==> config.mk <==
export PLATFORM = sky130hd
export DESIGN_NAME = pwm_uplink_matcher
export DESIGN_NICKNAME = d
export VERILOG_FILES = /design/src/rtl/pwm_uplink_pkg.sv /design/src/rtl/pwm_sync_chain.sv /design/src/rtl/pwm_duty_meter.sv /design/src/rtl/pwm_code_matcher.sv /design/src/rtl/pwm_uplink_matcher.sv
export SDC_FILE = /design/constraint.sdc
export NUM_CORES = 1
export LEC_CHECK = 0
export BUFFER_PORTS_ARGS = -buffer_cell sky130_fd_sc_hd__buf_2
export CAP_MARGIN = 20
export CORE_UTILIZATION = 48
export CTS_BUF_LIST = sky130_fd_sc_hd__clkbuf_4 sky130_fd_sc_hd__clkbuf_8 sky130_fd_sc_hd__clkbuf_16
export DETAILED_ROUTE_END_ITERATION = 16
export SYNTH_ARGS = -nofsm -noshare
export SYNTH_HDL_FRONTEND = slang
export SYNTH_HIERARCHICAL = 1
export SYNTH_SLANG_ARGS = --single-unit
==> constraint.sdc <==
create_clock -name clk_i -period 3.96 [get_ports clk_i]
set_clock_uncertainty 0.15 [all_clocks]
set_input_delay 0.594 -clock clk_i [delete_from_list [all_inputs] [get_ports clk_i]]
set_output_delay 0.594 -clock clk_i [all_outputs]
set_load 0.005 [all_outputs]
==> src/rtl/pwm_uplink_pkg.sv <==
package pwm_uplink_pkg;

  // One decoded event handed from the duty meter to the matcher.
  typedef struct packed {
    logic valid;
    logic value;
  } dec_evt_t;

  // 1 when the low phase is shorter than half of the period.
  function automatic logic short_low(input logic [32:0] low_len,
                                     input logic [32:0] period_len);
    return (low_len << 1) < period_len;
  endfunction

endpackage

==> src/rtl/pwm_sync_chain.sv <==
module pwm_sync_chain #(
  parameter int unsigned STAGES  = 2,
  parameter logic        RST_VAL = 1'b0
) (
  input  logic clk_i,
  input  logic rst_ni,
  input  logic d_i,
  output logic q_o
);

  logic [STAGES-1:0] chain_q;

  for (genvar s = 0; s < STAGES; s++) begin : g_stage
    if (s == 0) begin : g_first
      always_ff @(posedge clk_i or negedge rst_ni) begin
        if (!rst_ni) chain_q[s] <= RST_VAL;
        else         chain_q[s] <= d_i;
      end
    end else begin : g_next
      always_ff @(posedge clk_i or negedge rst_ni) begin
        if (!rst_ni) chain_q[s] <= RST_VAL;
        else         chain_q[s] <= chain_q[s-1];
      end
    end
  end

  assign q_o = chain_q[STAGES-1];

endmodule

==> src/rtl/pwm_duty_meter.sv <==
module pwm_duty_meter
  import pwm_uplink_pkg::*;
#(
  parameter int unsigned CNT_W       = 12,
  parameter int unsigned TIMEOUT_CYC = 3000
) (
  input  logic             clk_i,
  input  logic             rst_ni,
  input  logic             env_i,
  output dec_evt_t         evt_o,
  output logic             flush_o,
  output logic             fall_o,
  output logic [CNT_W-1:0] period_o
);

  localparam logic [CNT_W-1:0] CNT_MAX = {CNT_W{1'b1}};
  localparam logic [CNT_W-1:0] TO_LIM  = CNT_W'(TIMEOUT_CYC);

  logic             env_prev_q, env_prev_d;
  logic             armed_q, armed_d;
  logic [CNT_W-1:0] period_q, period_d;
  logic [CNT_W-1:0] low_q, low_d;
  logic             fall, timed_out;

  assign fall      = env_prev_q & ~env_i;
  assign timed_out = armed_q && (period_q >= TO_LIM);

  always_comb begin
    env_prev_d = env_i;
    period_d   = period_q;
    low_d      = low_q;
    armed_d    = armed_q;
    if (fall) begin
      period_d = CNT_W'(1);
      low_d    = CNT_W'(1);
    end else begin
      if (period_q != CNT_MAX)          period_d = period_q + 1'b1;
      if (!env_i && (low_q != CNT_MAX)) low_d    = low_q + 1'b1;
    end
    if (timed_out) armed_d = 1'b0;
    if (fall)      armed_d = 1'b1;
  end

  always_ff @(posedge clk_i or negedge rst_ni) begin
    if (!rst_ni) begin
      env_prev_q <= 1'b1;
      armed_q    <= 1'b0;
      period_q   <= '0;
      low_q      <= '0;
    end else begin
      env_prev_q <= env_prev_d;
      armed_q    <= armed_d;
      period_q   <= period_d;
      low_q      <= low_d;
    end
  end

  assign evt_o.valid = fall && armed_q && !timed_out;
  assign evt_o.value = short_low(33'(low_q), 33'(period_q));
  assign flush_o     = timed_out;
  assign fall_o      = fall;
  assign period_o    = period_q;

endmodule

==> src/rtl/pwm_code_matcher.sv <==
module pwm_code_matcher
  import pwm_uplink_pkg::*;
#(
  parameter int unsigned       CODE_W = 4,
  parameter logic [CODE_W-1:0] CODE   = 4'b0010,
  localparam int unsigned      FILL_W = $clog2(CODE_W + 1)
) (
  input  logic              clk_i,
  input  logic              rst_ni,
  input  dec_evt_t          evt_i,
  input  logic              flush_i,
  output logic              bit_o,
  output logic              strobe_o,
  output logic              hit_o,
  output logic [CODE_W-1:0] hist_o,
  output logic [FILL_W-1:0] fill_o
);

  localparam logic [FILL_W-1:0] FULL = FILL_W'(CODE_W);

  logic [CODE_W-1:0] hist_q, hist_d;
  logic [FILL_W-1:0] fill_q, fill_d;
  logic              bit_q, bit_d, bit_en;
  logic              strobe_q, strobe_d;
  logic              hit_q, hit_d;

  always_comb begin
    hist_d   = hist_q;
    fill_d   = fill_q;
    strobe_d = 1'b0;
    bit_en   = 1'b0;
    bit_d    = evt_i.value;
    if (flush_i) begin
      hist_d = '0;
      fill_d = '0;
    end else if (evt_i.valid) begin
      hist_d   = {hist_q[CODE_W-2:0], evt_i.value};
      fill_d   = (fill_q == FULL) ? fill_q : fill_q + 1'b1;
      strobe_d = 1'b1;
      bit_en   = 1'b1;
    end
    hit_d = strobe_d && (fill_d == FULL) && (hist_d == CODE);
  end

  always_ff @(posedge clk_i or negedge rst_ni) begin
    if (!rst_ni) begin
      hist_q   <= '0;
      fill_q   <= '0;
      strobe_q <= 1'b0;
      hit_q    <= 1'b0;
    end else begin
      hist_q   <= hist_d;
      fill_q   <= fill_d;
      strobe_q <= strobe_d;
      hit_q    <= hit_d;
    end
  end

  always_ff @(posedge clk_i or negedge rst_ni) begin
    if (!rst_ni)     bit_q <= 1'b0;
    else if (bit_en) bit_q <= bit_d;
  end

  assign bit_o    = bit_q;
  assign strobe_o = strobe_q;
  assign hit_o    = hit_q;
  assign hist_o   = hist_q;
  assign fill_o   = fill_q;

endmodule

==> src/rtl/pwm_uplink_matcher.sv <==
module pwm_uplink_matcher
  import pwm_uplink_pkg::*;
#(
  parameter int unsigned       CNT_W       = 12,
  parameter int unsigned       TIMEOUT_CYC = 3000,
  parameter int unsigned       SYNC_STAGES = 2,
  parameter int unsigned       CODE_W      = 4,
  parameter logic [CODE_W-1:0] CODE        = 4'b0010
) (
  input  logic clk_i,
  input  logic rst_ni,
  input  logic env_i,
  output logic bit_o,
  output logic strobe_o,
  output logic hit_o
);

  localparam int unsigned FILL_W = $clog2(CODE_W + 1);

  logic              rst_n_sync;
  logic              env_sync;
  dec_evt_t          evt;
  logic              meas_flush;
  logic              meas_fall;
  logic [CNT_W-1:0]  meas_period;
  logic [CODE_W-1:0] match_hist;
  logic [FILL_W-1:0] match_fill;

  pwm_sync_chain #(.STAGES(2), .RST_VAL(1'b0)) u_rst_sync (
    .clk_i (clk_i),
    .rst_ni(rst_ni),
    .d_i   (1'b1),
    .q_o   (rst_n_sync)
  );

  pwm_sync_chain #(.STAGES(SYNC_STAGES), .RST_VAL(1'b1)) u_env_sync (
    .clk_i (clk_i),
    .rst_ni(rst_n_sync),
    .d_i   (env_i),
    .q_o   (env_sync)
  );

  pwm_duty_meter #(.CNT_W(CNT_W), .TIMEOUT_CYC(TIMEOUT_CYC)) u_meter (
    .clk_i   (clk_i),
    .rst_ni  (rst_n_sync),
    .env_i   (env_sync),
    .evt_o   (evt),
    .flush_o (meas_flush),
    .fall_o  (meas_fall),
    .period_o(meas_period)
  );

  pwm_code_matcher #(.CODE_W(CODE_W), .CODE(CODE)) u_match (
    .clk_i   (clk_i),
    .rst_ni  (rst_n_sync),
    .evt_i   (evt),
    .flush_i (meas_flush),
    .bit_o   (bit_o),
    .strobe_o(strobe_o),
    .hit_o   (hit_o),
    .hist_o  (match_hist),
    .fill_o  (match_fill)
  );

endmodule

==> flow_summary_export.csv <==
group,metric,value,unit
min_path,hold_class,"flip-flop to asynchronous set/reset pin",
worst_setup_path,crit_start,"u_meter/env_prev_q",
power_and_ir_drop,p_leak,1.03,nW
place,hpwl,3.24,mm
timing,finalSetupTns,0,ns
timing,rsz0062_at_grt,"no",
timing,finalCritPeriodShare,0.679,
global_routing,overflow,0,
global_routing,grt_pass1_vias,1754,
floorplanning,die_w,70.5,µm
global_routing,antenna_found_initial,0,
timing,worstMarginPinSlew,0.544,ns
layout,syn2layout_area_growth,7.21,%
detailed_routing,drc,0,
logic_synthesis,synthesis.area,2250,µm²
layout,diodes,0,
place,port_buffers,5,
cts,cts_sinks,39,
detailed_routing,antenna_left,0,
layout,nets,254,
layout,drive_gt1_frac,0.127,
cts,cts_inserted_buffers,5,
detailed_routing,vias_per_cell,5.93,
global_routing,grt_pass1_wl,7.64,mm
logic_synthesis,syn_nets,246,
cts,h-tree-depth,2,
timing,period_minus_slack,2.69,ns
run_status,status,"complete, no violations",
cts,clk_pin_slew_worst_paths,0.07,ns
detailed_routing,vias,1707,
logic_synthesis,postSynthAreaPerCell,9.93,µm²
worst_setup_path,setup.worst_path.start_class,"flip-flop",
timing,hold_viol_final,0,
timing,slew_violations,0,
power_and_ir_drop,p_per_area,446,nW/µm²
worst_setup_path,rrSetupSlack,1.27,ns
detailed_routing,finalWirelength,4.36,mm
cts,root_buffer,"clkbuf_8",
power_and_ir_drop,ir_worst_vdd,247,µV
worst_setup_path,r2r-start,"u_meter/env_prev_q",
global_routing,track_usage,0.194,
logic_synthesis,yosysWarnings,6,
floorplanning,core_area,4440,µm²
timing,setup_viol,0,
timing,clock.fmax,372,MHz
cts,cts_resized,0,
timing,slew_headroom,0.637,
power_and_ir_drop,report.power.total,1.08,mW
worst_setup_path,cp-endpoint,"u_match/hit_o",
worst_setup_path,path_class,"flip-flop to flip-flop",
worst_setup_path,crit_fanout,15,
global_routing,grt_max_degree,38,
floorplanning,chipHeight,70.5,µm
cts,cts_max_path_buffers,2,
detailed_routing,dr.pass1.iters,4,
floorplanning,die_area,4980,µm²
place,gp_congestion,0.865,
cts,insertion_delay,0.28,ns
cts,cts_tree,"built",
worst_setup_path,arrival,2.75,ns
floorplanning,row_count,24,
worst_setup_path,r2r_end,"u_match/hit_o",
detailed_routing,wl_per_cell,15.2,µm
worst_setup_path,r2r_cells,6,
floorplanning,io_pins,6,
detailed_routing,drtIter0Drc,171,
flow_run,drv_cap,0,
worst_setup_path,critPathCaptureType,"flip-flop",
floorplanning,start_util,0.507,
logic_synthesis,netlist_instances,227,
worst_setup_path,required,4.02,ns
## placed cells by master (no fill, tap or decap), types with 4 or more instances in the layout
| cell type | n |
|---|---|
| mux2i_1 | 7 |
| nand3_1 | 12 |
| clkbuf_8 | 7 |
| nor3_1 | 11 |
| nand2_1 | 9 |
| dfrtp_1 | 36 |
| o21ai_0 | 13 |
| o21a_1 | 4 |
| nor2_1 | 16 |
| a31oi_1 | 9 |
| inv_1 | 19 |
| ha_1 | 16 |
| a21oi_1 | 13 |
| buf_2 | 5 |
## report_power, final
group | total (mW) | internal (mW) | switching [mW]
registers | 0.540 | 0.464 | 0.0756
clock network | 0.292 | 0.166 | 0.126
logic | 0.247 | 0.115 | 0.132
total | 1.08 | 0.745 | 0.334
## how the worst min path moves through the flow
stage              startpoint                    end
2_1_floorplan          rst_ni  u_rst_sync/chain_q[0]
3_3_place_gp   u_rst_sync/q_o    u_meter/period_o[2]
3_5_place_dp   u_rst_sync/q_o    u_meter/period_o[2]
4_1_cts        u_rst_sync/q_o    u_meter/period_o[2]
5_1_grt        u_rst_sync/q_o    u_meter/period_o[2]
6_report       u_rst_sync/q_o    u_meter/period_o[1]
## state kept, by name, indices dropped and copies added, names as in the netlist
| signal | flops |
|---|---|
| u_meter/low_q | 12 |
| u_rst_sync/chain_q | 1 |
| u_match/hist_o | 3 |
| u_env_sync/chain_q | 1 |
| u_match/hit_o | 1 |
| u_match/strobe_o | 1 |
| u_meter/armed_q | 1 |
| u_meter/env_prev_q | 1 |
| u_meter/period_o | 12 |
| u_match/bit_o | 1 |
| u_env_sync/q_o | 1 |
| u_match/fill_o | 3 |
| u_rst_sync/q_o | 1 |
## what timing repair did
action                    CTS  global route
buffers inserted            0             0
hold buffers                1             0
hold endpoints to repair    2             0
## worst max-delay path: stages (launching register included)
cell	delay [ns]
dfstp_2	0.57
nand2b_1	0.23
inv_1	0.50
and3_1	0.46
a21boi_4	0.24
mux2_4	0.31
nor3_2	0.16
## per-stage QoR
stage | util | setup slack (ns) | std cells | hold WS [ns] | area [µm²]
5_1_grt | 0.544 | 1.15 | 288 | 0.202 | 2420
3_3_place_gp | 0.518 | 1.39 | 279 | 0.143 | 2300
6_report | 0.544 | 1.27 | 288 | 0.123 | 2420
3_5_place_dp | 0.518 | 1.27 | 279 | 0.151 | 2300
4_1_cts | 0.544 | 1.27 | 288 | 0.157 | 2420
2_1_floorplan | - | 1.88 | 227 | 0.148 | 2250
## routing by layer
metal / GRT usage / vias up / wire (µm)
met2: 0.327 / 36 / 2090
met4: 0.0533 / 0 / 48
li1: - / 841 / -
met3: 0.0427 / 5 / 156
met5: 0 / - / 0
met1: 0.257 / 825 / 2060
## cell type report
cell class | instances | area (µm²)
inverter | 20 | 75.1
multi-input combinational | 162 | 1150
sequential | 39 | 980
fill | 414 | 2030
clock buffer | 8 | 104
tap | 52 | 65.1
timing repair buffer | 7 | 42.5
No activity file was read; power rests on OpenSTA's default activity.
